### config.mk
export PLATFORM = sky130hd
export DESIGN_NAME = rd_latency_pipe
export DESIGN_NICKNAME = d
export VERILOG_FILES = /design/src/rtl/rlp_pkg.sv /design/src/rtl/rlp_ctrl.sv /design/src/rtl/rlp_data.sv /design/src/rtl/rd_latency_pipe.sv
export SDC_FILE = /design/constraint.sdc
export NUM_CORES = 1
export LEC_CHECK = 0
export ABC_AREA = 1
export BUFFER_PORTS_ARGS = -buffer_cell sky130_fd_sc_hd__buf_4
export CAP_MARGIN = 20
export CORE_MARGIN = 10
export CORE_UTILIZATION = 44
export CTS_CLUSTER_SIZE = 40
export DETAILED_ROUTE_END_ITERATION = 16
export GPL_ROUTABILITY_DRIVEN = 0
export PLACE_DENSITY = 0.74
export SLEW_MARGIN = 20
export SYNTH_ARGS = -nofsm -noshare
export SYNTH_HDL_FRONTEND = slang
export SYNTH_HIERARCHICAL = 1
export SYNTH_SLANG_ARGS = --single-unit
### constraint.sdc
create_clock -name clk -period 1.12 [get_ports clk]
set_input_delay 0.056 -clock clk [delete_from_list [all_inputs] [get_ports clk]]
set_output_delay 0.056 -clock clk [all_outputs]
set_load 0.01 [all_outputs]
### src/rtl/rlp_pkg.sv
package rlp_pkg;
  // Strobes handed from the control half to the datapath half
  typedef struct packed {
    logic accept;    // array beat enters the pipeline this cycle
    logic latThree;  // current latency is the longer setting
    logic blank;     // force the bus off in this period
    logic wrKeep;    // write beat of this cycle passes
  } ctl_strb_t;
endpackage

### src/rtl/rlp_ctrl.sv
module rlp_ctrl
  import rlp_pkg::*;
#(
  parameter int MASK_DLY = 2
) (
  input  logic      clk,
  input  logic      rstN,
  input  logic      rdIssue,
  input  logic      preCharge,
  input  logic      latSel,
  input  logic      dqMask,
  input  logic      arrValid,
  input  logic      pipeBusy,
  output ctl_strb_t strb
);
  localparam int MSB = MASK_DLY - 1;

  logic           closedQ;
  logic           latThreeQ;
  logic [MSB:0]   mskQ;

  always_ff @(posedge clk or negedge rstN) begin
    if (!rstN) begin
      closedQ   <= 1'b1;
      latThreeQ <= 1'b0;
    end else begin
      if (rdIssue)        closedQ <= 1'b0;
      else if (preCharge) closedQ <= 1'b1;
      if (!pipeBusy)      latThreeQ <= latSel;
    end
  end

  generate
    if (MASK_DLY == 1) begin : g_mskOne
      always_ff @(posedge clk or negedge rstN) begin
        if (!rstN) mskQ <= '0;
        else       mskQ <= dqMask;
      end
    end else begin : g_mskShift
      always_ff @(posedge clk or negedge rstN) begin
        if (!rstN) mskQ <= '0;
        else       mskQ <= {mskQ[MSB-1:0], dqMask};
      end
    end
  endgenerate

  always_comb begin
    strb.accept   = arrValid & (rdIssue | (~closedQ & ~preCharge));
    strb.latThree = latThreeQ;
    strb.blank    = mskQ[MSB];
    strb.wrKeep   = ~dqMask;
  end


  lat_hold_chk: assert property (@(posedge clk) disable iff (!rstN)
    pipeBusy |=> $stable(latThreeQ));


  closed_read_chk: assert property (@(posedge clk) disable iff (!rstN)
    (preCharge && !rdIssue) ##1 !rdIssue |-> !strb.accept);
endmodule

### src/rtl/rlp_data.sv
module rlp_data
  import rlp_pkg::*;
#(
  parameter int DATA_W = 8,
  parameter int LAT_LO = 2,
  parameter int DEPTH  = LAT_LO + 1
) (
  input  logic              clk,
  input  logic              rstN,
  input  ctl_strb_t         strb,
  input  logic [DATA_W-1:0] arrData,
  input  logic              wrBeat,
  input  logic [DATA_W-1:0] wrData,
  output logic [DATA_W-1:0] dqOut,
  output logic              dqOe,
  output logic              wrStrobe,
  output logic [DATA_W-1:0] wrDataOut,
  output logic              pipeBusy
);
  localparam int                IW     = $clog2(DEPTH);
  localparam logic [IW-1:0]     TAP_LO = IW'(LAT_LO - 1);
  localparam logic [IW-1:0]     TAP_HI = IW'(DEPTH - 1);

  logic [DEPTH-1:0]  stV;
  logic [DATA_W-1:0] stD [DEPTH];
  logic [IW-1:0]     tapIdx;

  always_ff @(posedge clk or negedge rstN) begin
    if (!rstN) begin
      stV <= '0;
      for (int i = 0; i < DEPTH; i++) stD[i] <= '0;
    end else begin
      stV <= {stV[DEPTH-2:0], strb.accept};
      if (strb.accept) stD[0] <= arrData;
      for (int i = 1; i < DEPTH; i++) stD[i] <= stD[i-1];
    end
  end

  always_comb begin
    tapIdx    = strb.latThree ? TAP_HI : TAP_LO;
    dqOe      = stV[tapIdx] & ~strb.blank;
    dqOut     = dqOe ? stD[tapIdx] : '0;
    pipeBusy  = |stV[LAT_LO-1:0];
    wrStrobe  = wrBeat & strb.wrKeep;
    wrDataOut = wrData;
  end


  lat_two_chk: assert property (@(posedge clk) disable iff (!rstN)
    strb.accept && !strb.latThree && pipeBusy |-> ##2 (strb.blank || dqOe));


  lat_three_chk: assert property (@(posedge clk) disable iff (!rstN)
    strb.accept && strb.latThree && pipeBusy |-> ##3 (strb.blank || dqOe));
endmodule

### src/rtl/rd_latency_pipe.sv
module rd_latency_pipe
  import rlp_pkg::*;
#(
  parameter int DATA_W   = 8,
  parameter int LAT_LO   = 2,
  parameter int MASK_DLY = 2
) (
  input  logic              clk,
  input  logic              rstN,
  input  logic              rdIssue,
  input  logic              preCharge,
  input  logic              latSel,
  input  logic              dqMask,
  input  logic              arrValid,
  input  logic [DATA_W-1:0] arrData,
  input  logic              wrBeat,
  input  logic [DATA_W-1:0] wrData,
  output logic [DATA_W-1:0] dqOut,
  output logic              dqOe,
  output logic              wrStrobe,
  output logic [DATA_W-1:0] wrDataOut
);
  localparam int DEPTH = LAT_LO + 1;

  ctl_strb_t strb;
  logic      pipeBusy;

  rlp_ctrl #(.MASK_DLY(MASK_DLY)) u_ctrl (
    .clk      (clk),
    .rstN     (rstN),
    .rdIssue  (rdIssue),
    .preCharge(preCharge),
    .latSel   (latSel),
    .dqMask   (dqMask),
    .arrValid (arrValid),
    .pipeBusy (pipeBusy),
    .strb     (strb)
  );

  rlp_data #(.DATA_W(DATA_W), .LAT_LO(LAT_LO), .DEPTH(DEPTH)) u_data (
    .clk      (clk),
    .rstN     (rstN),
    .strb     (strb),
    .arrData  (arrData),
    .wrBeat   (wrBeat),
    .wrData   (wrData),
    .dqOut    (dqOut),
    .dqOe     (dqOe),
    .wrStrobe (wrStrobe),
    .wrDataOut(wrDataOut),
    .pipeBusy (pipeBusy)
  );


  mask_blank_chk: assert property (@(posedge clk) disable iff (!rstN)
    dqMask |-> ##2 !dqOe);


  precharge_cut_chk: assert property (@(posedge clk) disable iff (!rstN)
    preCharge && !rdIssue && !strb.latThree && !latSel |-> ##2 !dqOe);


  write_mask_chk: assert property (@(posedge clk) disable iff (!rstN)
    dqMask |-> !wrStrobe);
endmodule

==> PnR_summary.wiki, run 1 <==
{| class="wikitable"
! Metric !! Value
|-
| Total routing usage reported by global routing || 0.08498
|-
| Post-synth net total || 159
|-
| Cell count of the worst hold path || 0
|-
| I/O pin cnt || 42
|-
| Area taken by multi-input logic gates || 310.3 sq um
|-
| Type of the tightest min-delay check || in2out
|-
| Setup slack of the critical path after layout || -213.0 ps
|-
| Setup violators final || 14
|-
| Total Routed Length || 2142 um
|-
| Wire per inst || 10.40 um
|-
| Signal arrival time at the worst endpoint || 1280 ps
|-
| Max-slew violation count || 0
|-
| CORE AREA || 2734 sq um
|-
| Critical Path RT || 1060 ps
|-
| Antenna violations before repair || 0
|-
| Filler Cells Inserted || 224
|-
| Worst slack at placement || -114.1 ps
|-
| Sequential cell area || 778.2 sq um
|-
| Register clock-pin slew on the reported worst setup and hold paths || 80 ps
|-
| Top cell type's share of synthesized area || 0.6030
|-
| Number of levels the H-tree was split into || 2
|-
| Iteration count of the initial detailed-routing pass || 4
|-
| MaxCap Viol Count || 0
|-
| Post-synthesis sequential element count || 31
|-
| Slew margin rel. || 0.7604
|-
| Worst Clk Skew || 4.248 ps
|-
| Failing checks || negative setup slack
|-
| Placed wire-length estimate after detailed placement || 1387 um
|-
| Total Power Consumption || 2.464 mW
|-
| Number of nets in the final layout || 198
|-
| Number of warnings issued by yosys || 6
|-
| Max FO, Critical Path || 5
|-
| DR vias/cell || 4.141
|-
| Effective utilization at floorplan || 0.4554
|-
| Main area contributors after synthesis || dfrtp_1, inv_1, nor2_1
|-
| Inserted Clock Buffers || 5
|-
| Cell type contributing the most total cell area after synthesis || dfrtp_1
|-
| Maximum number of buffers from clock root to sink || 2
|-
| Post-route insts no fill || 206
|-
| Vertical die dimension || 73.19 um
|-
| Sinks on the clock net || 31
|-
| Cell area power density || 1463 nW/um^2
|-
| Leakage component of the power || 0.9191 nW
|-
| Result of the run || finished, violations left
|-
| Via count of the first global-routing pass || 897
|-
| Delay of the slowest cell on the worst path || 460 ps
|-
| Clock latency on the worst-skew pair || 300 ps
|-
| Kind of end point of the critical path || output pin
|-
| Number of antenna-violating nets in the routed design || 0
|-
| Summed instance area of the synthesized netlist || 1245 sq um
|-
| Ordered list of cells on the worst path || buf_6, nand2_1, inv_1, nor2_1, nor2_1, buf_4
|-
| Critical Path Start Type || flip-flop
|-
| Floorplan die width || 73.19 um
|-
| Leftover overflow at the end of global routing || 0
|-
| Pin count of the biggest net entering global routing || 32
|-
| Via count || 853
|-
| Sequential fraction of the synthesis area || 0.6241
|-
| Number of rows in the core area || 19
|-
| Master cell of the clock root buffer || clkbuf_4
|-
| RSZ-0062 raised after global routing || true
|-
| Worst Reg-to-Reg Cells || 5
|-
| DRC viols || 0
|-
| Final Critical Period || 1333 ps
|-
| Syn Area/Cell || 9.222 sq um
|-
| CTS tree || built
|-
| Number of antenna diodes || 0
|-
| Register-to-register setup slack || -20 ps
|-
| Number of distinct standard cells referenced by the synthesized netlist || 13
|-
| Critical Path Slowest Stage Cell || dfrtp_2
|-
| Tcrit/Tclk final || 1.190
|-
| Largest vdd supply drop || 1.034 mV
|-
| Peak Freq || 750.2 MHz
|-
| Number of standard cells after synthesis || 135
|-
| Die ar. || 5357 sq um
|-
| Port buffer count || 25
|-
| Slew @ Worst Pin || 359.5 ps
|-
| Area grow syn2layout || 35.28%
|-
| First-pass GRT wire length || 3581 um
|-
| # placed instances || 179
|-
| Category of the most critical setup path || reg2out
|-
| Fraction of final layout cells sized beyond drive strength 1 || 0.3314
|-
| Most repeated library cell on the critical path || nor2_1
|-
| Initial DRC count || 16
|-
| Final count of hold timing violations || 0
|-
| Utilization after layout || 0.6160
|}
==> flip-flops by register name (all words and copies together) (netlist names) <==
register,count
u_ctrl/closedQ,1
u_ctrl/latThreeQ,1
u_ctrl/mskQ,2
u_data/stD,24
u_data/stV,3
==> cells by family (layout without fill, tap and decap cells) <==
family | after synthesis | in the layout | synth area share
simple gates | 49 | 51 | 0.1548
buf+inv | 46 | 84 | 0.1849
flops | 31 | 31 | 0.6241
compound gates | 9 | 9 | 0.03618
==> power by group <==
part | total [mW] | leakage (nW) | switching (mW) | internal, mW
Clock | 0.689 | 0.0386 | 0.320 | 0.369
Sequential | 1.32 | 0.375 | 0.0639 | 1.25
Combinational | 0.457 | 0.505 | 0.230 | 0.227
==> critical path: cells and delay by family (launching register included) <==
family	cells	cell delay (ps)
buffers and inverters	3	330
DFF	1	460
and+or+nand+nor	3	190
==> cell usage after synthesis <==
cell and instances:
inv_2 1, nand3_2 1, inv_1 32, buf_6 1
or2_2 1, dfstp_2 1, buf_2 1, buf_8 1
nand2_1 20, dfrtp_1 30, o21ai_0 9, buf_4 10
nor2_1 27
==> cells in the final DEF, fill, tap and decap left out <==
| cell | instances |
|---|---|
| o21ai_1 | 8 |
| dlygate4sd3_1 | 12 |
| inv_1 | 32 |
| dfrtp_1 | 29 |
| nand2_2 | 4 |
| clkbuf_1 | 1 |
| clkbuf_8 | 2 |
| dfstp_2 | 1 |
| nand3_4 | 1 |
| nand2_1 | 16 |
| dfrtp_2 | 1 |
| inv_2 | 1 |
| nor2_2 | 7 |
| clkbuf_4 | 5 |
| nor2_1 | 18 |
| or2_2 | 1 |
| o21ai_0 | 1 |
| buf_6 | 3 |
| nor2_4 | 4 |
| buf_4 | 28 |
==> cell type report <==
class	instances	area share
sequential	31	0.4621
tap	31	0.02303
clock buffer	8	0.04086
inverter	33	0.07355
multi-input combinational	60	0.1842
timing repair buffer	43	0.2162
==> layer usage <==
metal,routed length [um],GRT usage,share of wire,vias up
met1,885,0.08266,0.41,363
met4,55,0.06751,0.026,0
met2,1062,0.1385,0.50,27
li1,-,-,-,455
met3,138,0.03537,0.064,8
met5,0,0,0,-
==> per-stage QoR <==
stage	hold slack [ps]	cell area (sq um)	TNS [ps]
2_1_floorplan	-239.6	1254	-13.24
3_3_place_gp	-8.542	1375	-299.2
3_5_place_dp	-5.747	1375	-776.8
4_1_cts	32.65	1634	-2033
5_1_grt	112.0	1684	-2921
6_report	112.0	1684	-1822
==> worst paths after layout <==
| kind | start | endpoint |
|---|---|---|
| min in group asynchronous | rstN | u_data/stV[0] |
| hold reg to reg | u_ctrl/mskQ[0] | u_ctrl/mskQ[1] |
| setup reg to reg | u_ctrl/closedQ | u_data/stD[21] |
| max in group asynchronous | rstN | u_ctrl/closedQ |
| setup / recovery | u_ctrl/latThreeQ | dqOut[1] |
| hold / removal | wrData[2] | wrDataOut[2] |
==> repair_timing <==
action	CTS	global route
gates cloned	2	2
hold buffers	12	0
endpoints found under the setup margin	17	17
pin swaps	11	8
gates resized for setup	16	13
setup buffers	1	2
hold endpoints to repair	42	0
No activity file was read; power rests on OpenSTA's default activity.
==> run 2: changes to the inputs <==
--- a/config.mk
+++ b/config.mk
@@ -12,7 +12,6 @@
 export CORE_UTILIZATION = 44
 export CTS_CLUSTER_SIZE = 40
 export DETAILED_ROUTE_END_ITERATION = 16
-export GPL_ROUTABILITY_DRIVEN = 0
 export PLACE_DENSITY = 0.74
 export SLEW_MARGIN = 20
 export SYNTH_ARGS = -nofsm -noshare
==> constraint.sdc (replaced) <==
create_clock -name clk -period 1.12 [get_ports clk]
set_input_delay 0.224 -clock clk [delete_from_list [all_inputs] [get_ports clk]]
set_output_delay 0.224 -clock clk [all_outputs]
set_load 0.01 [all_outputs]
==> run 2 against run 1 <==
Net effect:
- the flow still finishes with violations (negative setup slack)
- critical endpoint is now dqOut[2]
- largest cell class unchanged
- sequential power about the same
- utilization decreased by 3.4 points
- sequential cell count unchanged
==> PnR_summary.wiki, run 2 (same netlist as run 1, synthesis figures left out) <==
{| class="wikitable"
! Metric !! Value
|-
| Number of rows in the core area || 19
|-
| Delay of the slowest cell on the worst path || 450 ps
|-
| Vertical die dimension || 73.19 um
|-
| Largest vdd supply drop || 0.9616 mV
|-
| Register clock-pin slew on the reported worst setup and hold paths || 90 ps
|-
| Area grow syn2layout || 27.74%
|-
| Setup violators final || 11
|-
| Critical Path Start Type || flip-flop
|-
| Cell count of the worst hold path || 2
|-
| Number of buffers and inverters on the critical path || 3
|-
| Type of the tightest min-delay check || in2reg
|-
| Initial DRC count || 29
|-
| Register name with the most flops || u_data/stD
|-
| Filler Cells Inserted || 240
|-
| Max-slew violation count || 0
|-
| Via count of the first global-routing pass || 823
|-
| Number of nets in the final layout || 184
|-
| Slew margin rel. || 0.7616
|-
| Fraction of final layout cells sized beyond drive strength 1 || 0.4037
|-
| Post-route insts no fill || 192
|-
| Kind of end point of the critical path || output pin
|-
| Combinational share of power || 0.180
|-
| Psw || 0.6532 mW
|-
| Most common cell after layout, fill and taps aside || inv_1
|-
| Pin count of the biggest net entering global routing || 32
|-
| CORE AREA || 2734 sq um
|-
| Top flop regs || u_data/stD: 24 flops, u_data/stV: 3 flops, u_ctrl/mskQ: 2 flops
|-
| Peak Freq || 641.5 MHz
|-
| Antenna violations before repair || 0
|-
| Share of total power in sequential cells || 0.532
|-
| Wire per inst || 11.71 um
|-
| RSZ-0062 raised after global routing || true
|-
| Sw frac || 0.2636
|-
| DRC viols || 0
|-
| Worst Reg-to-Reg Cells || 5
|-
| Final count of hold timing violations || 0
|-
| Critical Path Slowest Stage Cell || dfrtp_2
|-
| Critical Path RT || 900 ps
|-
| Category of the most critical setup path || reg2out
|-
| Master cell of the clock root buffer || clkbuf_4
|-
| Cell depth of the worst setup path || 6
|-
| Ordered list of cells on the worst path || buf_12, nand2_2, inv_1, nor2_2, nor2_2, buf_4
|-
| Total Power Consumption || 2.478 mW
|-
| Top library cells by usage in the layout, fill and taps aside || inv_1, dfrtp_1, buf_4
|-
| Leftover overflow at the end of global routing || 0
|-
| Power Internal || 1.825 mW
|-
| Signal arrival time at the worst endpoint || 1330 ps
|-
| Clock latency on the worst-skew pair || 320 ps
|-
| Worst Clk Skew || 5.648 ps
|-
| Result of the run || finished, violations left
|-
| Total routing usage reported by global routing || 0.08141
|-
| Max FO, Critical Path || 14
|-
| Die ar. || 5357 sq um
|-
| Setup slack of the critical path after layout || -438.9 ps
|-
| Top delay family on crit path || flip-flops
|-
| First-pass GRT wire length || 3367 um
|-
| Number of antenna-violating nets in the routed design || 0
|-
| Number of levels the H-tree was split into || 2
|-
| Floorplan die width || 73.19 um
|-
| Total Routed Length || 2249 um
|-
| CTS tree || built
|-
| Part of the total power dissipated in the clock network || 0.287
|-
| # placed instances || 180
|-
| DR vias/cell || 4.339
|-
| Most repeated library cell on the critical path || nor2_2
|-
| Sequential cell area || 778.2 sq um
|-
| Failing checks || negative setup slack
|-
| Sinks on the clock net || 31
|-
| Max reg flops || 24
|-
| Number of antenna diodes || 0
|-
| Inserted Clock Buffers || 5
|-
| Area taken by multi-input logic gates || 337.8 sq um
|-
| Iteration count of the initial detailed-routing pass || 4
|-
| Slew @ Worst Pin || 357.6 ps
|-
| Final Critical Period || 1559 ps
|-
| Maximum number of buffers from clock root to sink || 2
|-
| Leakage component of the power || 0.8631 nW
|-
| Port buffer count || 25
|-
| I/O pin cnt || 42
|-
| Routability Congestion || 0.7007
|-
| Effective utilization at floorplan || 0.4554
|-
| Tcrit/Tclk final || 1.392
|-
| Final worst hold slack || 60.18 ps
|-
| Cell area power density || 1558 nW/um^2
|-
| Via count || 833
|-
| MaxCap Viol Count || 0
|-
| Placed wire-length estimate after detailed placement || 1509 um
|}
[run 2: cell types whose count changed in the layout (fill, tap and decap cells not counted)]
cell,before,now
buf_4,28,24
buf_12,0,1
nor2_2,7,18
buf_6,3,2
dlygate4sd3_1,12,2
nor2_1,18,7
[run 2: worst paths after layout]
kind	start	endpoint	slack [ps]
worst max register to register	u_ctrl/closedQ	u_data/stD[23]	-10
min in group asynchronous	rstN	u_data/stD[9]	380
worst min-delay path	rdIssue	u_ctrl/closedQ	60
worst max-delay path	u_ctrl/latThreeQ	dqOut[2]	-440
max in group asynchronous	rstN	u_ctrl/closedQ	440
worst min register to register	u_ctrl/mskQ[0]	u_ctrl/mskQ[1]	350
[run 2: per-layer routing]
| metal | track usage | part of all wire | vias to the layer above |
|---|---|---|---|
| met4 | 0.06540 | 0.034 | 0 |
| li1 | - | - | 425 |
| met3 | 0.03673 | 0.067 | 10 |
| met5 | 0 | 0 | - |
| met2 | 0.1309 | 0.54 | 29 |
| met1 | 0.07873 | 0.36 | 369 |
[run 2: final cells by class]
| cell class | instances | area share |
|---|---|---|
| flip-flops and latches | 31 | 0.4894 |
| inverters | 33 | 0.07789 |
| repair buffers | 29 | 0.1526 |
| multi-input cells | 60 | 0.2124 |
| well taps | 31 | 0.02439 |
| clock buffers | 8 | 0.04327 |
[run 2: timing repair]
item | 4_1_cts | 5_1_grt
hold endpoints to repair | 30 | 1
hold buffers | 1 | 1
pin swaps | 1 | 4
gates resized for setup | 6 | 16
buffers inserted | 0 | 0
endpoints found under the setup margin | 18 | 17
cloned | 0 | 2
[run 2: stage by stage]
step | worst slack, ps | utilization | instance area, sq um | TNS (ps)
floorplan | -104.6 | - | 1281 | -911.3
global placement | -91.00 | 0.5204 | 1423 | -1361
detailed placement | -129.1 | 0.5204 | 1423 | -1824
CTS | -458.6 | 0.5551 | 1518 | -3979
global route | -535.7 | 0.5817 | 1590 | -4895
finish | -438.9 | 0.5817 | 1590 | -3798
[run 2: power groups by stage]
stage	clock network (mW)	registers (mW)	logic [mW]
3_3_place_gp	0	1.33	0.371
3_5_place_dp	0	1.34	0.385
2_1_floorplan	0	1.31	0.294
5_1_grt	0.779	1.34	0.504
6_report	0.712	1.32	0.447
4_1_cts	0.729	1.31	0.401
==> run 3: changes to the inputs <==
--- a/config.mk
+++ b/config.mk
@@ -12,6 +12,7 @@
 export CORE_UTILIZATION = 44
 export CTS_CLUSTER_SIZE = 40
 export DETAILED_ROUTE_END_ITERATION = 16
+export HOLD_SLACK_MARGIN = 0.02
 export PLACE_DENSITY = 0.74
 export SLEW_MARGIN = 20
 export SYNTH_ARGS = -nofsm -noshare
==> constraint.sdc (replaced) <==
create_clock -name clk -period 1.3 [get_ports clk]
set_input_delay 0.26 -clock clk [delete_from_list [all_inputs] [get_ports clk]]
set_output_delay 0.26 -clock clk [all_outputs]
set_load 0.01 [all_outputs]
==> run 3 against run 2 <==
Net effect:
- the run still ends with negative setup slack left
- sequential share of layout area decreased by 0.23 points
- count of clock-buffer cells in the layout decreased by 3
- power decreased by 17%
- sequential power decreased by 14%
- via count increased by 1.1%
- sequential cell count unchanged
- register-to-register slack improved by 150 ps
- worst hold slack improved by 12 ps
- setup slack improved by 100 ps
- critical path depth decreased by 1
- critical endpoint is now dqOut[1]
- largest cell class unchanged
==> PnR_summary.wiki, run 3 (same netlist as run 1, synthesis figures left out) <==
{| class="wikitable"
! Metric !! Value
|-
| Port buffer count || 25
|-
| RSZ-0062 raised after global routing || true
|-
| Effective utilization at floorplan || 0.4554
|-
| Filler Cells Inserted || 221
|-
| Kind of end point of the critical path || output pin
|-
| Type of the tightest min-delay check || in2reg
|-
| Leakage component of the power || 0.8681 nW
|-
| Fraction of final layout cells sized beyond drive strength 1 || 0.3938
|-
| Top flop regs || u_data/stD: 24 flops, u_data/stV: 3 flops, u_ctrl/mskQ: 2 flops
|-
| Register name with the most flops || u_data/stD
|-
| Placed wire-length estimate after detailed placement || 1459 um
|-
| Vertical die dimension || 73.19 um
|-
| Total Power Consumption || 2.065 mW
|-
| Setup violators final || 9
|-
| Critical Path RT || 1040 ps
|-
| Psw || 0.5924 mW
|-
| Area grow syn2layout || 28.34%
|-
| CTS tree || built
|-
| Combinational share of power || 0.202
|-
| Antenna violations before repair || 0
|-
| Max FO, Critical Path || 8
|-
| First-pass GRT wire length || 3353 um
|-
| Buffers inserted during post-CTS setup optimization || 0
|-
| Iteration count of the initial detailed-routing pass || 6
|-
| Result of the run || finished, violations left
|-
| Slew @ Worst Pin || 359.9 ps
|-
| Area taken by multi-input logic gates || 347.8 sq um
|-
| Number of antenna-violating nets in the routed design || 0
|-
| Inserted Clock Buffers || 5
|-
| I/O pin cnt || 42
|-
| Cell Area, Placed || 1385 sq um
|-
| Peak Freq || 610.5 MHz
|-
| DR vias/cell || 4.408
|-
| Max-slew violation count || 0
|-
| Most common cell after layout, fill and taps aside || inv_1
|-
| Max reg flops || 24
|-
| Number of rows in the core area || 19
|-
| Largest vdd supply drop || 0.8863 mV
|-
| Worst Clk Skew || 3.349 ps
|-
| Total routing usage reported by global routing || 0.08119
|-
| Share of total power in sequential cells || 0.552
|-
| Die ar. || 5357 sq um
|-
| Setup slack of the critical path after layout || -337.9 ps
|-
| Top library cells by usage in the layout, fill and taps aside || inv_1, dfrtp_1, buf_4
|-
| Power Internal || 1.473 mW
|-
| Via count of the first global-routing pass || 821
|-
| Floorplan die width || 73.19 um
|-
| Pin count of the biggest net entering global routing || 32
|-
| Number of nets in the final layout || 183
|-
| Routability Congestion || 0.6582
|-
| Master cell of the clock root buffer || clkbuf_4
|-
| Via count || 842
|-
| Maximum number of buffers from clock root to sink || 2
|-
| Number of antenna diodes || 0
|-
| Utilization after layout || 0.5844
|-
| Signal arrival time at the worst endpoint || 1380 ps
|-
| Final Critical Period || 1638 ps
|-
| Total negative slack || -2705 ps
|-
| Final count of hold timing violations || 0
|-
| Category of the most critical setup path || reg2out
|-
| Leftover overflow at the end of global routing || 0
|-
| Slew margin rel. || 0.7601
|-
| Tcrit/Tclk final || 1.260
|-
| Register clock-pin slew on the reported worst setup and hold paths || 90 ps
|-
| Sinks on the clock net || 31
|-
| CORE AREA || 2734 sq um
|-
| Summed area of non-filler cells in the final layout || 1598 sq um
|-
| Total Routed Length || 2255 um
|-
| Part of the total power dissipated in the clock network || 0.246
|-
| Sw frac || 0.2868
|-
| MaxCap Viol Count || 0
|-
| Critical Path Start Type || flip-flop
|-
| Number of levels the H-tree was split into || 2
|-
| Cell area power density || 1293 nW/um^2
|-
| Initial DRC count || 33
|-
| Clock latency on the worst-skew pair || 330 ps
|-
| Wire per inst || 11.81 um
|-
| Failing checks || negative setup slack
|-
| DRC viols || 0
|-
| Sequential cell area || 778.2 sq um
|}
-- run 3: cell count changes in the layout (fill, tap and decap cells not counted), sizes merged --
cell	change
nand3	+1
nor2	-2
clkinv	+3
clkbuf	-2
buf	-1
-- run 3: power groups by stage --
stage / Combinational [mW] / Clock [mW] / Sequential, mW
finish: 0.417 / 0.509 / 1.14
global route: 0.459 / 0.581 / 1.16
CTS: 0.308 / 0.542 / 1.13
detailed placement: 0.295 / 0 / 1.15
global placement: 0.285 / 0 / 1.14
floorplan: 0.220 / 0 / 1.13
-- run 3: per-stage QoR --
stage	hold slack, ps	setup WS (ps)	cells
3_3_place_gp	194.2	-105.1	179
4_1_cts	35.17	-308.6	189
5_1_grt	61.05	-415.1	191
2_1_floorplan	-35.59	11.13	135
3_5_place_dp	199.9	-217.3	179
6_report	72.49	-337.9	191
-- run 3: worst paths after layout --
path                                  start              to  slack, ps  cells after the start
min reg2reg                  u_ctrl/mskQ[0]  u_ctrl/mskQ[1]        360                      0
min                                 rdIssue  u_ctrl/closedQ         70                      2
max in group asynchronous              rstN  u_ctrl/closedQ        610                      2
max                        u_ctrl/latThreeQ        dqOut[1]       -340                      5
max reg2reg                  u_ctrl/closedQ  u_data/stD[17]        140                      5
min in group asynchronous              rstN   u_data/stD[5]        380                      2
-- run 3: critical path: stages (launching register included) --
cell and delay (ps):
dfrtp_2 480, clkbuf_16 200, nor2_2 110, nor2_1 50, nor2_1 90, buf_4 130
-- run 3: final cells by class --
cell class | count | share of cell area
inverters | 33 | 0.07753
clock inverters | 3 | 0.009397
repair buffers | 29 | 0.1605
flip-flops and latches | 31 | 0.4871
well taps | 31 | 0.02428
clock buffers | 5 | 0.02349
multi-input cells | 59 | 0.2177
-- run 3: routing by layer --
metal / routed length (um) / track usage
met4: 93 / 0.05696
met3: 198 / 0.04898
met2: 1139 / 0.1261
met1: 824 / 0.07811
met5: 0 / 0
-- run 3: what timing repair did --
item | 4_1_cts | 5_1_grt
cloned | 0 | 2
endpoints found under the setup margin | 18 | 17
resized for setup | 3 | 30
hold buffers | 2 | 0
endpoints found under the hold margin | 31 | 0
pin swaps | 1 | 19
